--- config.mk ---
export PLATFORM = sky130hd
export DESIGN_NAME = irq_agg_top
export DESIGN_NICKNAME = d
export VERILOG_FILES = /design/src/rtl/irq_agg_pkg.sv /design/src/rtl/irq_src_capture.sv /design/src/rtl/irq_cause_bank.sv /design/src/rtl/irq_reg_if.sv /design/src/rtl/irq_agg_top.sv
export SDC_FILE = /design/constraint.sdc
export NUM_CORES = 1
export LEC_CHECK = 0
export ABC_CLOCK_PERIOD_IN_PS = 2230
export CAP_MARGIN = 20
export CORE_MARGIN = 10
export CORE_UTILIZATION = 50
export CTS_BUF_LIST = sky130_fd_sc_hd__clkbuf_4
export DETAILED_ROUTE_END_ITERATION = 10
export DONT_BUFFER_PORTS = 1
export PLACE_DENSITY_LB_ADDON = 0.3
export SLEW_MARGIN = 20
export SYNTH_ARGS = -nofsm -noshare
export SYNTH_HDL_FRONTEND = slang
export SYNTH_SLANG_ARGS = --single-unit
--- constraint.sdc ---
create_clock -name clk_i -period 2.23 [get_ports clk_i]
set_clock_uncertainty 0.1 [all_clocks]
set_input_delay 0.223 -clock clk_i [delete_from_list [all_inputs] [get_ports clk_i]]
set_output_delay 0.223 -clock clk_i [all_outputs]
set_load 0.01 [all_outputs]
--- src/rtl/irq_agg_pkg.sv ---
package irq_agg_pkg;
  localparam int unsigned NSRC = 32;
  localparam int unsigned AW   = 6;

  localparam logic [AW-1:0] OFS_CAUSE = 6'h00;
  localparam logic [AW-1:0] OFS_SETC  = 6'h08;
  localparam logic [AW-1:0] OFS_MASK  = 6'h10;
  localparam logic [AW-1:0] OFS_CTRL  = 6'h28;

  localparam int unsigned CTRL_EDGE_BIT = 3;
  localparam int unsigned CTRL_MSG_BIT  = 5;

  typedef struct packed {
    logic setc;
    logic ack;
    logic mask;
    logic ctrl;
  } wr_dec_t;
endpackage

--- src/rtl/irq_src_capture.sv ---
module irq_src_capture #(
  parameter int unsigned N = 32
) (
  input  logic         clk_i,
  input  logic         rst_ni,
  input  logic [N-1:0] src_i,
  input  logic         edge_mode_i,
  output logic [N-1:0] hw_set_o,
  output logic [N-1:0] src_q_o
);
  logic [N-1:0] src_q;

  always_ff @(posedge clk_i or negedge rst_ni) begin
    if (!rst_ni) src_q <= '0;
    else         src_q <= src_i;
  end

  for (genvar g = 0; g < N; g++) begin : g_src
    assign hw_set_o[g] = edge_mode_i ? (src_i[g] & ~src_q[g]) : src_i[g];
  end

  assign src_q_o = src_q;
endmodule

--- src/rtl/irq_cause_bank.sv ---
module irq_cause_bank #(
  parameter int unsigned N = 32
) (
  input  logic         clk_i,
  input  logic         rst_ni,
  input  logic [N-1:0] hw_set_i,
  input  logic [N-1:0] sw_set_i,
  input  logic         ack_we_i,
  input  logic [N-1:0] ack_data_i,
  output logic [N-1:0] cause_o
);
  logic [N-1:0] cause_q;
  logic [N-1:0] kept;

  // zeros in ack data clear; set events are ORed in after, so they win
  assign kept = ack_we_i ? (cause_q & ack_data_i) : cause_q;

  always_ff @(posedge clk_i or negedge rst_ni) begin
    if (!rst_ni) cause_q <= '0;
    else         cause_q <= kept | sw_set_i | hw_set_i;
  end

  assign cause_o = cause_q;
endmodule

--- src/rtl/irq_reg_if.sv ---
module irq_reg_if
  import irq_agg_pkg::*;
#(
  parameter int unsigned N = 32
) (
  input  logic          clk_i,
  input  logic          rst_ni,
  input  logic          we_i,
  input  logic [AW-1:0] addr_i,
  input  logic [N-1:0]  wdata_i,
  input  logic [N-1:0]  cause_i,
  output logic [N-1:0]  sw_set_o,
  output logic          ack_we_o,
  output logic [N-1:0]  ack_data_o,
  output logic [N-1:0]  mask_o,
  output logic          edge_mode_o,
  output logic [N-1:0]  rdata_o
);
  wr_dec_t      wr;
  logic [N-1:0] mask_q;
  logic         edge_q;
  logic         msg_q;

  assign wr.setc = we_i && (addr_i == OFS_SETC);
  assign wr.ack  = we_i && (addr_i == OFS_CAUSE);
  assign wr.mask = we_i && (addr_i == OFS_MASK);
  assign wr.ctrl = we_i && (addr_i == OFS_CTRL);

  always_ff @(posedge clk_i or negedge rst_ni) begin
    if (!rst_ni) begin
      mask_q <= '1;
      edge_q <= 1'b0;
      msg_q  <= 1'b0;
    end else begin
      if (wr.mask) mask_q <= wdata_i;
      if (wr.ctrl) begin
        edge_q <= wdata_i[CTRL_EDGE_BIT];
        msg_q  <= wdata_i[CTRL_MSG_BIT];
      end
    end
  end

  assign sw_set_o    = wr.setc ? wdata_i : '0;
  assign ack_we_o    = wr.ack;
  assign ack_data_o  = wdata_i;
  assign mask_o      = mask_q;
  assign edge_mode_o = edge_q;

  always_comb begin
    rdata_o = '0;
    case (addr_i)
      OFS_CAUSE: rdata_o = cause_i;
      OFS_MASK:  rdata_o = mask_q;
      OFS_CTRL: begin
        rdata_o[CTRL_EDGE_BIT] = edge_q;
        rdata_o[CTRL_MSG_BIT]  = msg_q;
      end
      default:   rdata_o = '0;
    endcase
  end
endmodule

--- src/rtl/irq_agg_top.sv ---
module irq_agg_top
  import irq_agg_pkg::*;
#(
  parameter int unsigned NSRC = irq_agg_pkg::NSRC
) (
  input  logic            clk_i,
  input  logic            rst_ni,
  input  logic [NSRC-1:0] src_i,
  input  logic            we_i,
  input  logic [AW-1:0]   addr_i,
  input  logic [NSRC-1:0] wdata_i,
  output logic [NSRC-1:0] rdata_o,
  output logic            irq_o
);
  logic [NSRC-1:0] hw_set;
  logic [NSRC-1:0] src_q;
  logic [NSRC-1:0] sw_set;
  logic            ack_we;
  logic [NSRC-1:0] ack_data;
  logic [NSRC-1:0] cause;
  logic [NSRC-1:0] mask;
  logic            edge_mode;

  irq_src_capture #(.N(NSRC)) u_cap (
    .clk_i       (clk_i),
    .rst_ni      (rst_ni),
    .src_i       (src_i),
    .edge_mode_i (edge_mode),
    .hw_set_o    (hw_set),
    .src_q_o     (src_q)
  );

  irq_cause_bank #(.N(NSRC)) u_cause (
    .clk_i      (clk_i),
    .rst_ni     (rst_ni),
    .hw_set_i   (hw_set),
    .sw_set_i   (sw_set),
    .ack_we_i   (ack_we),
    .ack_data_i (ack_data),
    .cause_o    (cause)
  );

  irq_reg_if #(.N(NSRC)) u_regs (
    .clk_i       (clk_i),
    .rst_ni      (rst_ni),
    .we_i        (we_i),
    .addr_i      (addr_i),
    .wdata_i     (wdata_i),
    .cause_i     (cause),
    .sw_set_o    (sw_set),
    .ack_we_o    (ack_we),
    .ack_data_o  (ack_data),
    .mask_o      (mask),
    .edge_mode_o (edge_mode),
    .rdata_o     (rdata_o)
  );

  assign irq_o = |(cause & ~mask);
endmodule

Word level (Yosys, flattened, before mapping)

Cells that the tools add are included.

Output and inout port bits: 33
Register bits after elaboration: 98
Logic and storage cells: 122

Equal/unequal tests: 3
Muxes and demuxes: 39
Reduce and logical (&&, ||, !) cells: 6
Bitwise operators: 69

Operators by type and width:

| kind               | count |
|---|---|
| $and 32x32->32     | 2 |
| $mux 32            | 2 |
| $or 32x32->32      | 2 |
| $pmux 26 s2        | 1 |
| $and 1x1->1        | 32 |
| $mux 1             | 32 |
| $not 1->1          | 32 |
| $not 32->32        | 1 |
| $reduce_or 32->1   | 1 |
| $eq 6x4->1 const B | 1 |
| $eq 6x5->1 const B | 1 |
| $eq 6x6->1 const B | 1 |
| $logic_not 6->1    | 1 |
| $pmux 1 s3         | 2 |
| $pmux 3 s2         | 1 |
| $logic_and 1x1->1  | 4 |
| $pmux 1 s2         | 1 |

Longest topological paths before layout

Gate-level depths: netlist (run 1).

Depth in word-level cells: 5
Depth in mapped cells: 6

Cells and area by module

From an unflattened synthesis (run 1), not the netlist that was laid out.

Cells, all modules: 439
Area total of the unflattened synthesis: 5,077.4 um^2

Modules (own cells, without submodules):

| module          | instances | area each (um^2) | sequential area each (um^2) | cells each |
|---|---|---|---|---|
| irq_reg_if      | 1         | 2,342.2          | 890.9                       | 220 |
| irq_cause_bank  | 1         | 1,296.2          | 800.8                       | 99 |
| irq_src_capture | 1         | 1,187.4          | 800.8                       | 67 |
| irq_agg_top     | 1         | 251.5            | 0.0                         | 53 |

Least setup slack after synthesis (run 1)

Ideal clock, no wire load.

Path kind: input -> output
Start point: input addr_i[2]
End point: output rdata_o[0]
Cell stages on the path: 4
Required time: 1.907 ns
Path buffers: 1
Slack: 0.289 ns
Arrival: 1.618 ns
Cell sequence: or4_4 > nor3_1 > clkbuf_1 > a22o_1

Word-level cells in the longest chain between the ends: 2
Elaborated cells on any way between the ends: 3
Those cells by class: eq/ne: 1; mux: 1; reduce/logical: 1

RTL lines:

| item                                          | RTL line          | source |
|---|---|---|
| start, declared                               | irq_agg_top.sv:10 | `input logic [AW-1:0] addr_i,` |
| $eq 6x5->1 or $logic_not 6->1 (tied branches) | irq_reg_if.sv:51  | `case (addr_i)` |
| $pmux 3 s2 *                                  | irq_reg_if.sv:51  |  |
| end, declared                                 | irq_agg_top.sv:12 | `output logic [NSRC-1:0] rdata_o,` |

Mark *: on every way between the ends. The rest lies on a longest branch, timed or not.

Worst setup path after layout (run 1)

Start point: register u_regs.mask_q[5], in the netlist u_regs.mask_o[5]
End point: output irq_o

Word-level cells in the longest chain between the ends: 3

RTL lines:

| item                   | RTL line          | source |
|---|---|---|
| start, declared        | irq_reg_if.sv:20  | `logic [N-1:0] mask_q;` |
| start signal, assigned | irq_reg_if.sv:35  | `if (wr.mask) mask_q <= wdata_i;` |
| $not 32->32            | irq_agg_top.sv:58 | `assign irq_o = \|(cause & ~mask);` |
| $and 32x32->32         | irq_agg_top.sv:58 |  |
| $reduce_or 32->1       | irq_agg_top.sv:58 |  |
| end, declared          | irq_agg_top.sv:13 | `output logic irq_o` |

Every way passes these cells.

==> impl_metrics.py, run 1 <==
metrics = {
    "die": {
        "initial_utilization_pct": 51.6,
        "die_w_um": 112,
        "io_pins": 106,
        "die-area_sq_um": 12600,
        "fp.dieH_um": 112,
        "core_sq_um": 8260,
        "rows": 33,
    },
    "detailed_routing": {
        "postRouteAntennaNets": 0,
        "detail_route.drc_violations": 0,
        "met1_length_um": 4720,
        "met3_length_um": 746,
        "dr.max_layer_used": "met4",
        "wl_per_cell_um": 19.0,
        "wl_met2_um": 5490,
        "dr.pass1.iters": 7,
        "drtIter0Drc": 172,
        "wl_um": 11100,
        "num_vias": 3247,
        "via_per_inst": 5.57,
    },
    "timing": {
        "post-route-period-util_pct": 93.1,
        "rsz0062_at_grt": "no",
        "setup_violations": 0,
        "hold_viol": 98,
        "fmax_mhz": 482,
        "worst_pin_slew_ns": 0.500,
        "final-max-slew-violation-count": 0,
        "setup_slack_ns": 0.154,
        "hold-worst-slack_ns": -0.643,
        "tns_ns": 0,
        "max_slew_margin_pct": 66.6,
        "period_minus_slack_ns": 2.08,
    },
    "clock_tree": {
        "post_cts_buffers": 0,
        "tritoncts": "yes",
        "htree_levels": 3,
        "cts_sinks": 98,
        "clk_pin_slew_ns": 0.16,
        "cts-buffers-inserted": 9,
        "cts_buffer_depth": 2,
        "ctsHoldBuffers": 65,
        "worstSkewPairLatency_ns": 0.42,
        "cts_root_buf": "clkbuf_4",
    },
    "job": {
        "maxCapViolations": 0,
    },
    "final_layout": {
        "finalCoreUtilization_pct": 62.5,
        "nNetsFinal": 546,
        "finalNonFillerCells": 583,
        "diodes": 0,
        "n_fill_cell": 680,
        "drive_above_1_share_pct": 13.6,
        "area_delta_synth_final_pct": 21.2,
        "layout.area.seq_sq_um": 2490,
        "multi_input_area_sq_um": 1570,
    },
    "setup_path": {
        "cp_max_fo": 3,
        "worstPathRequired_ns": 1.91,
        "worstPathArrival_ns": 1.75,
        "critPathLaunchType": "register",
        "endpoint_kind": "output pin",
        "critPathKind": "register to output pin",
        "r2r_start": "u_regs.edge_mode_o",
        "r2r_cells": 4,
        "r2r_slack_ns": 0.86,
        "r2r-end": "u_cause.cause_o[10]",
    },
    "place": {
        "dp_slack_ns": 0.287,
        "place.gp.congestion": 0.757,
        "io_buffers": 0,
        "place_hpwl_um": 7460,
        "place_inst": 502,
    },
    "synth": {
        "synth_area_leaders": "dfrtp_1 (39%), dfstp_2 (20%), mux2_1 (7.9%), a22o_1 (6.2%), nand2_1 (5.7%)",
        "seq_area_frac_synth_pct": 58.5,
        "synth_top_area_cell": "dfrtp_1",
        "synthCells": 409,
        "ys_warn_count": 0,
        "synth_fp_nets": 482,
        "postSynthAreaPerCell_sq_um": 10.4,
        "synthesis.area_sq_um": 4260,
        "ys_seq_elements": 98,
        "yosysTopAreaCellShare_pct": 38.8,
        "synth_cell_type_count": 23,
    },
    "global_route": {
        "grt_pass1_vias": 3482,
        "grt_max_degree": 99,
        "grt_use_total_pct": 17.5,
        "grt_overflow": 0,
        "grt_pass1_wl_um": 18200,
        "antenna_found_initial": 0,
    },
    "status": {
        "status": "finished with violations",
        "violations": "negative hold slack",
    },
    "pwr": {
        "irDropWorstVdd_mv": 0.399,
        "power_density_nw_per_um2": 613,
        "p_leak_uw": 0.00240,
    },
    "hold_path": {
        "hold_path.class": "input pin to asynchronous set/reset pin",
    },
}
[through the flow]
| step | instance area, sq um | total power [uW] |
|---|---|---|
| detailed placement | 4390 | 2250 |
| global placement | 4390 | 2230 |
| CTS | 5160 | 3200 |
| floorplan | 4260 | 2180 |
| global route | 5160 | 3310 |
| finish | 5160 | 3170 |
[cell families after synthesis]
kind of cell / count (synthesis) / synth area share (%)
compound gates: 112 / 16.5
simple gates: 111 / 11.1
flops: 98 / 58.5
buf+inv: 54 / 4.85
mux: 34 / 8.99
[worst max path at each step]
stage | startpoint | to
after floorplan | addr_i[2] | rdata_o[0]
after global placement | addr_i[2] | u_regs.mask_o[23]
after detailed placement | addr_i[2] | u_regs.mask_o[30]
after CTS | u_regs.mask_o[5] | irq_o
after global routing | u_regs.mask_o[12] | irq_o
final | u_regs.mask_o[5] | irq_o
[flip-flops by register name, indices dropped and copies added, names as in the netlist]
signal / flops
u_regs.mask_o: 32
u_cap.src_q_o: 32
u_regs.edge_mode_o: 1
u_regs.msg_q: 1
u_cause.cause_o: 32
[synthesized netlist by cell type]
master / number
dfstp_2: 32
nand4_1: 1
clkbuf_1: 17
or4_4: 1
nand2_2: 1
nor2_1: 33
o22ai_1: 16
buf_2: 3
and4_1: 1
mux2_1: 30
nor3_1: 2
a22o_1: 30
a21oi_1: 32
a222oi_1: 2
inv_1: 34
o21ai_0: 32
mux2_2: 4
and4b_1: 1
nor4_1: 4
nand2_1: 65
nor3b_4: 1
nand4b_1: 1
dfrtp_1: 66
[power breakdown]
part / internal [uW] / switching (uW) / total [uW]
clock network: 245 / 585 / 830
registers: 1950 / 83.7 / 2030
logic: 171 / 131 / 302
[layer usage]
metal	up-vias	track usage [%]
li1	1546	-
met1	1605	20.6
met2	84	29.4
met3	12	6.07
met4	0	5.25
met5	-	0
[critical path: stages, from the launching register on]
cell	delay [ns]
dfstp_2	0.59
o22ai_1	0.10
nor4_2	0.36
nand4_1	0.27
[what timing repair did]
item,in CTS,in global routing
endpoints found under the setup margin,0,1
hold endpoints to repair,196,98
gates resized for setup,0,1
[area by class of cell]
| class | instances | area share, % |
|---|---|---|
| tap | 105 | 2.54 |
| multi-input combinational | 257 | 30.4 |
| timing repair buffer | 73 | 14.0 |
| sequential | 98 | 48.3 |
| clock buffer | 10 | 1.45 |
| clock inverter | 6 | 0.824 |
| inverter | 34 | 2.47 |
[cell usage in the layout (no fill, tap or decap), drive strengths merged]
master       synthesis  routed
dfrtp               66      66
nand2               66      66
dlygate4sd3          0      65
inv                 34      35
mux2                34      34
nor2                33      33
a21oi               32      32
o21ai               32      32
dfstp               32      32
a22o                30      30
o22ai               16      16
clkbuf              17      10
buf                  3       8
nor4                 4       4
clkinv               0       3
a222oi               2       2
clkinvlp             0       2
nor3                 2       2
or4                  1       1
nor3b                1       1
and4b                1       1
and4                 1       1
nand4b               1       1
nand4                1       1
(Power assumes the default switching activity.)
==> inputs of run 2 (changes only) <==
- ABC_AREA: not set -> 1
- CTS_BUF_LIST: sky130_fd_sc_hd__clkbuf_4 -> not set
==> impl_metrics.py, run 2 <==
metrics = {
    "global_route": {
        "grt_overflow": 0,
        "grt_pass1_vias": 4164,
        "grt_pass1_wl_um": 20700,
        "grt_max_degree": 99,
        "antenna_found_initial": 1,
        "grt_use_total_pct": 18.1,
    },
    "clock_tree": {
        "htree_levels": 3,
        "clk_pin_slew_ns": 0.09,
        "tritoncts": "yes",
        "worstSkewPairLatency_ns": 0.36,
        "post_cts_buffers": 0,
        "cts_sinks": 98,
        "cts_root_buf": "clkbuf_8",
        "ctsResizeCount": 0,
        "cts_buffer_depth": 2,
        "ctsHoldBuffers": 65,
        "cts-buffers-inserted": 9,
    },
    "synth": {
        "yosysTopAreaCellShare_pct": 34.4,
        "ys_top_cells_by_count": "nand2_1 (309), inv_1 (102), dfrtp_1 (66)",
        "ys_seq_elements": 98,
        "async_reset_ff_share_pct": 100,
        "synth_area_leaders": "dfrtp_1 (34%), nand2_1 (24%), dfstp_2 (18%), inv_1 (8.0%), o21ai_0 (6.7%)",
        "seq_area_frac_synth_pct": 51.9,
        "synthCells": 658,
        "synth_fp_nets": 731,
        "ys.flop_type": "dfrtp_1",
        "synth_top_area_cell": "dfrtp_1",
        "synthesis.area_sq_um": 4800,
        "postSynthAreaPerCell_sq_um": 7.30,
        "synth_cell_type_count": 17,
        "synthMostInstantiatedCell": "nand2_1",
        "synth_edf_count": 0,
        "ys_warn_count": 0,
    },
    "place": {
        "io_buffers": 0,
        "place.gp.congestion": 0.778,
        "place_hpwl_um": 8670,
        "place_area_sq_um": 4930,
        "place_inst": 775,
        "dp_slack_ns": 0.571,
    },
    "setup_path": {
        "worstPathArrival_ns": 1.55,
        "worstPathRequired_ns": 1.91,
        "critPathKind": "register to output pin",
        "cp_max_fo": 3,
        "endpoint_kind": "output pin",
        "critPathLaunchType": "register",
    },
    "timing": {
        "fmax_mhz": 535,
        "max_slew_margin_pct": 58.2,
        "rsz0062_at_grt": "no",
        "hold_viol": 98,
        "hold-worst-slack_ns": -0.545,
        "post-route-period-util_pct": 83.9,
        "worst_pin_slew_ns": 0.620,
        "final-max-slew-violation-count": 0,
        "period_minus_slack_ns": 1.87,
        "setup_slack_ns": 0.360,
        "tns_ns": 0,
        "setup_violations": 0,
    },
    "detailed_routing": {
        "drtIter0Drc": 332,
        "num_vias": 4206,
        "wl_per_cell_um": 15.0,
        "wl_um": 12800,
        "detail_route.drc_violations": 0,
        "dr.pass1.iters": 5,
        "via_per_inst": 4.91,
        "postRouteAntennaNets": 0,
    },
    "status": {
        "violations": "negative hold slack",
        "status": "finished with violations",
    },
    "pwr": {
        "irDropWorstVdd_mv": 0.372,
        "p_leak_uw": 0.00294,
        "power_density_nw_per_um2": 668,
    },
    "hold_path": {
        "hold_path.class": "input pin to asynchronous set/reset pin",
    },
    "final_layout": {
        "finalNonFillerCells": 856,
        "area_delta_synth_final_pct": 20.9,
        "nNetsFinal": 795,
        "final_common_cell": "nand2_1",
        "layout_common_cells": "nand2_1 (309), inv_1 (102), dfrtp_1 (66), dlygate4sd3_1 (65), o21ai_0 (64)",
        "fin_area_sq_um": 5800,
        "drive_above_1_share_pct": 9.09,
    },
    "die": {
        "die_w_um": 118,
        "die-area_sq_um": 13900,
        "fp.dieH_um": 118,
        "core_sq_um": 9280,
        "io_pins": 106,
        "initial_utilization_pct": 51.7,
        "rows": 35,
    },
    "job": {
        "maxCapViolations": 0,
    },
}
[run 2: cell count changes in the layout (fill, tap and decap cells not counted), sizes merged, moves of 5 or more]
cell | before | now
mux2 | 34 | 0
nor2 | 33 | 18
a22o | 30 | 0
o21ai | 32 | 64
inv | 35 | 103
buf | 8 | 13
nand2 | 66 | 309
a21oi | 32 | 0
nand3 | 0 | 37
o22ai | 16 | 1
[run 2: final cells by class]
| class | instances | area (sq um) |
|---|---|---|
| antenna | 1 | 2.50 |
| clock buffer | 11 | 141 |
| clock inverter | 4 | 76.3 |
| fill | 823 | 3480 |
| inverter | 103 | 387 |
| multi-input combinational | 432 | 1800 |
| sequential | 98 | 2490 |
| tap | 129 | 161 |
| timing repair buffer | 78 | 748 |
[run 2: critical path: stages, from the launching register on]
cell,delay [ns]
dfstp_2,0.52
inv_1,0.06
nand2_1,0.06
nand2_1,0.05
nor2_1,0.12
nand2_1,0.07
nor2_1,0.16
nand2_1,0.15
[run 2: power breakdown]
group | switching, uW | leakage [uW] | internal [uW]
Clock | 602 | 0.000106 | 660
Combinational | 344 | 0.00182 | 224
Sequential | 43.9 | 0.00102 | 2000
[run 2: metal layers]
layer	track usage, %	vias up	part of all wire [%]
met4	5.64	0	1.0
met3	5.13	14	6.6
li1	-	2096	-
met1	22.2	1957	43
met5	0	-	0
met2	30.2	139	49
[run 2: cell families (layout without fill, tap and decap cells)]
group,Yosys count,after routing,synth area share [%]
AO/OA/AOI/OAI,67,67,7.11
AND/OR/NAND/NOR,365,365,30.2
flip-flops,98,98,51.9
other,0,1,0
buffers and inverters,128,196,10.8
[run 2: worst paths after layout]
check                                     from                   to  slack [ns]  cells after the start
min in group clk_i                 wdata_i[23]  u_cause.cause_o[23]        0.02                      4
hold / removal                          rst_ni  u_cause.cause_o[26]       -0.55                      0
setup reg to reg            u_regs.edge_mode_o   u_cause.cause_o[6]        1.07                      6
setup / recovery             u_regs.mask_o[27]                irq_o        0.36                      7
max in group asynchronous               rst_ni     u_regs.mask_o[4]        2.29                      0
hold reg to reg            u_cause.cause_o[18]  u_cause.cause_o[18]        0.39                      2
[run 2: stage by stage]
step | total power (uW) | util (%)
after floorplan | 2420 | -
after global placement | 2510 | 53.1
after detailed placement | 2530 | 53.1
after CTS | 3920 | 62.5
after global routing | 4080 | 62.5
final | 3880 | 62.5
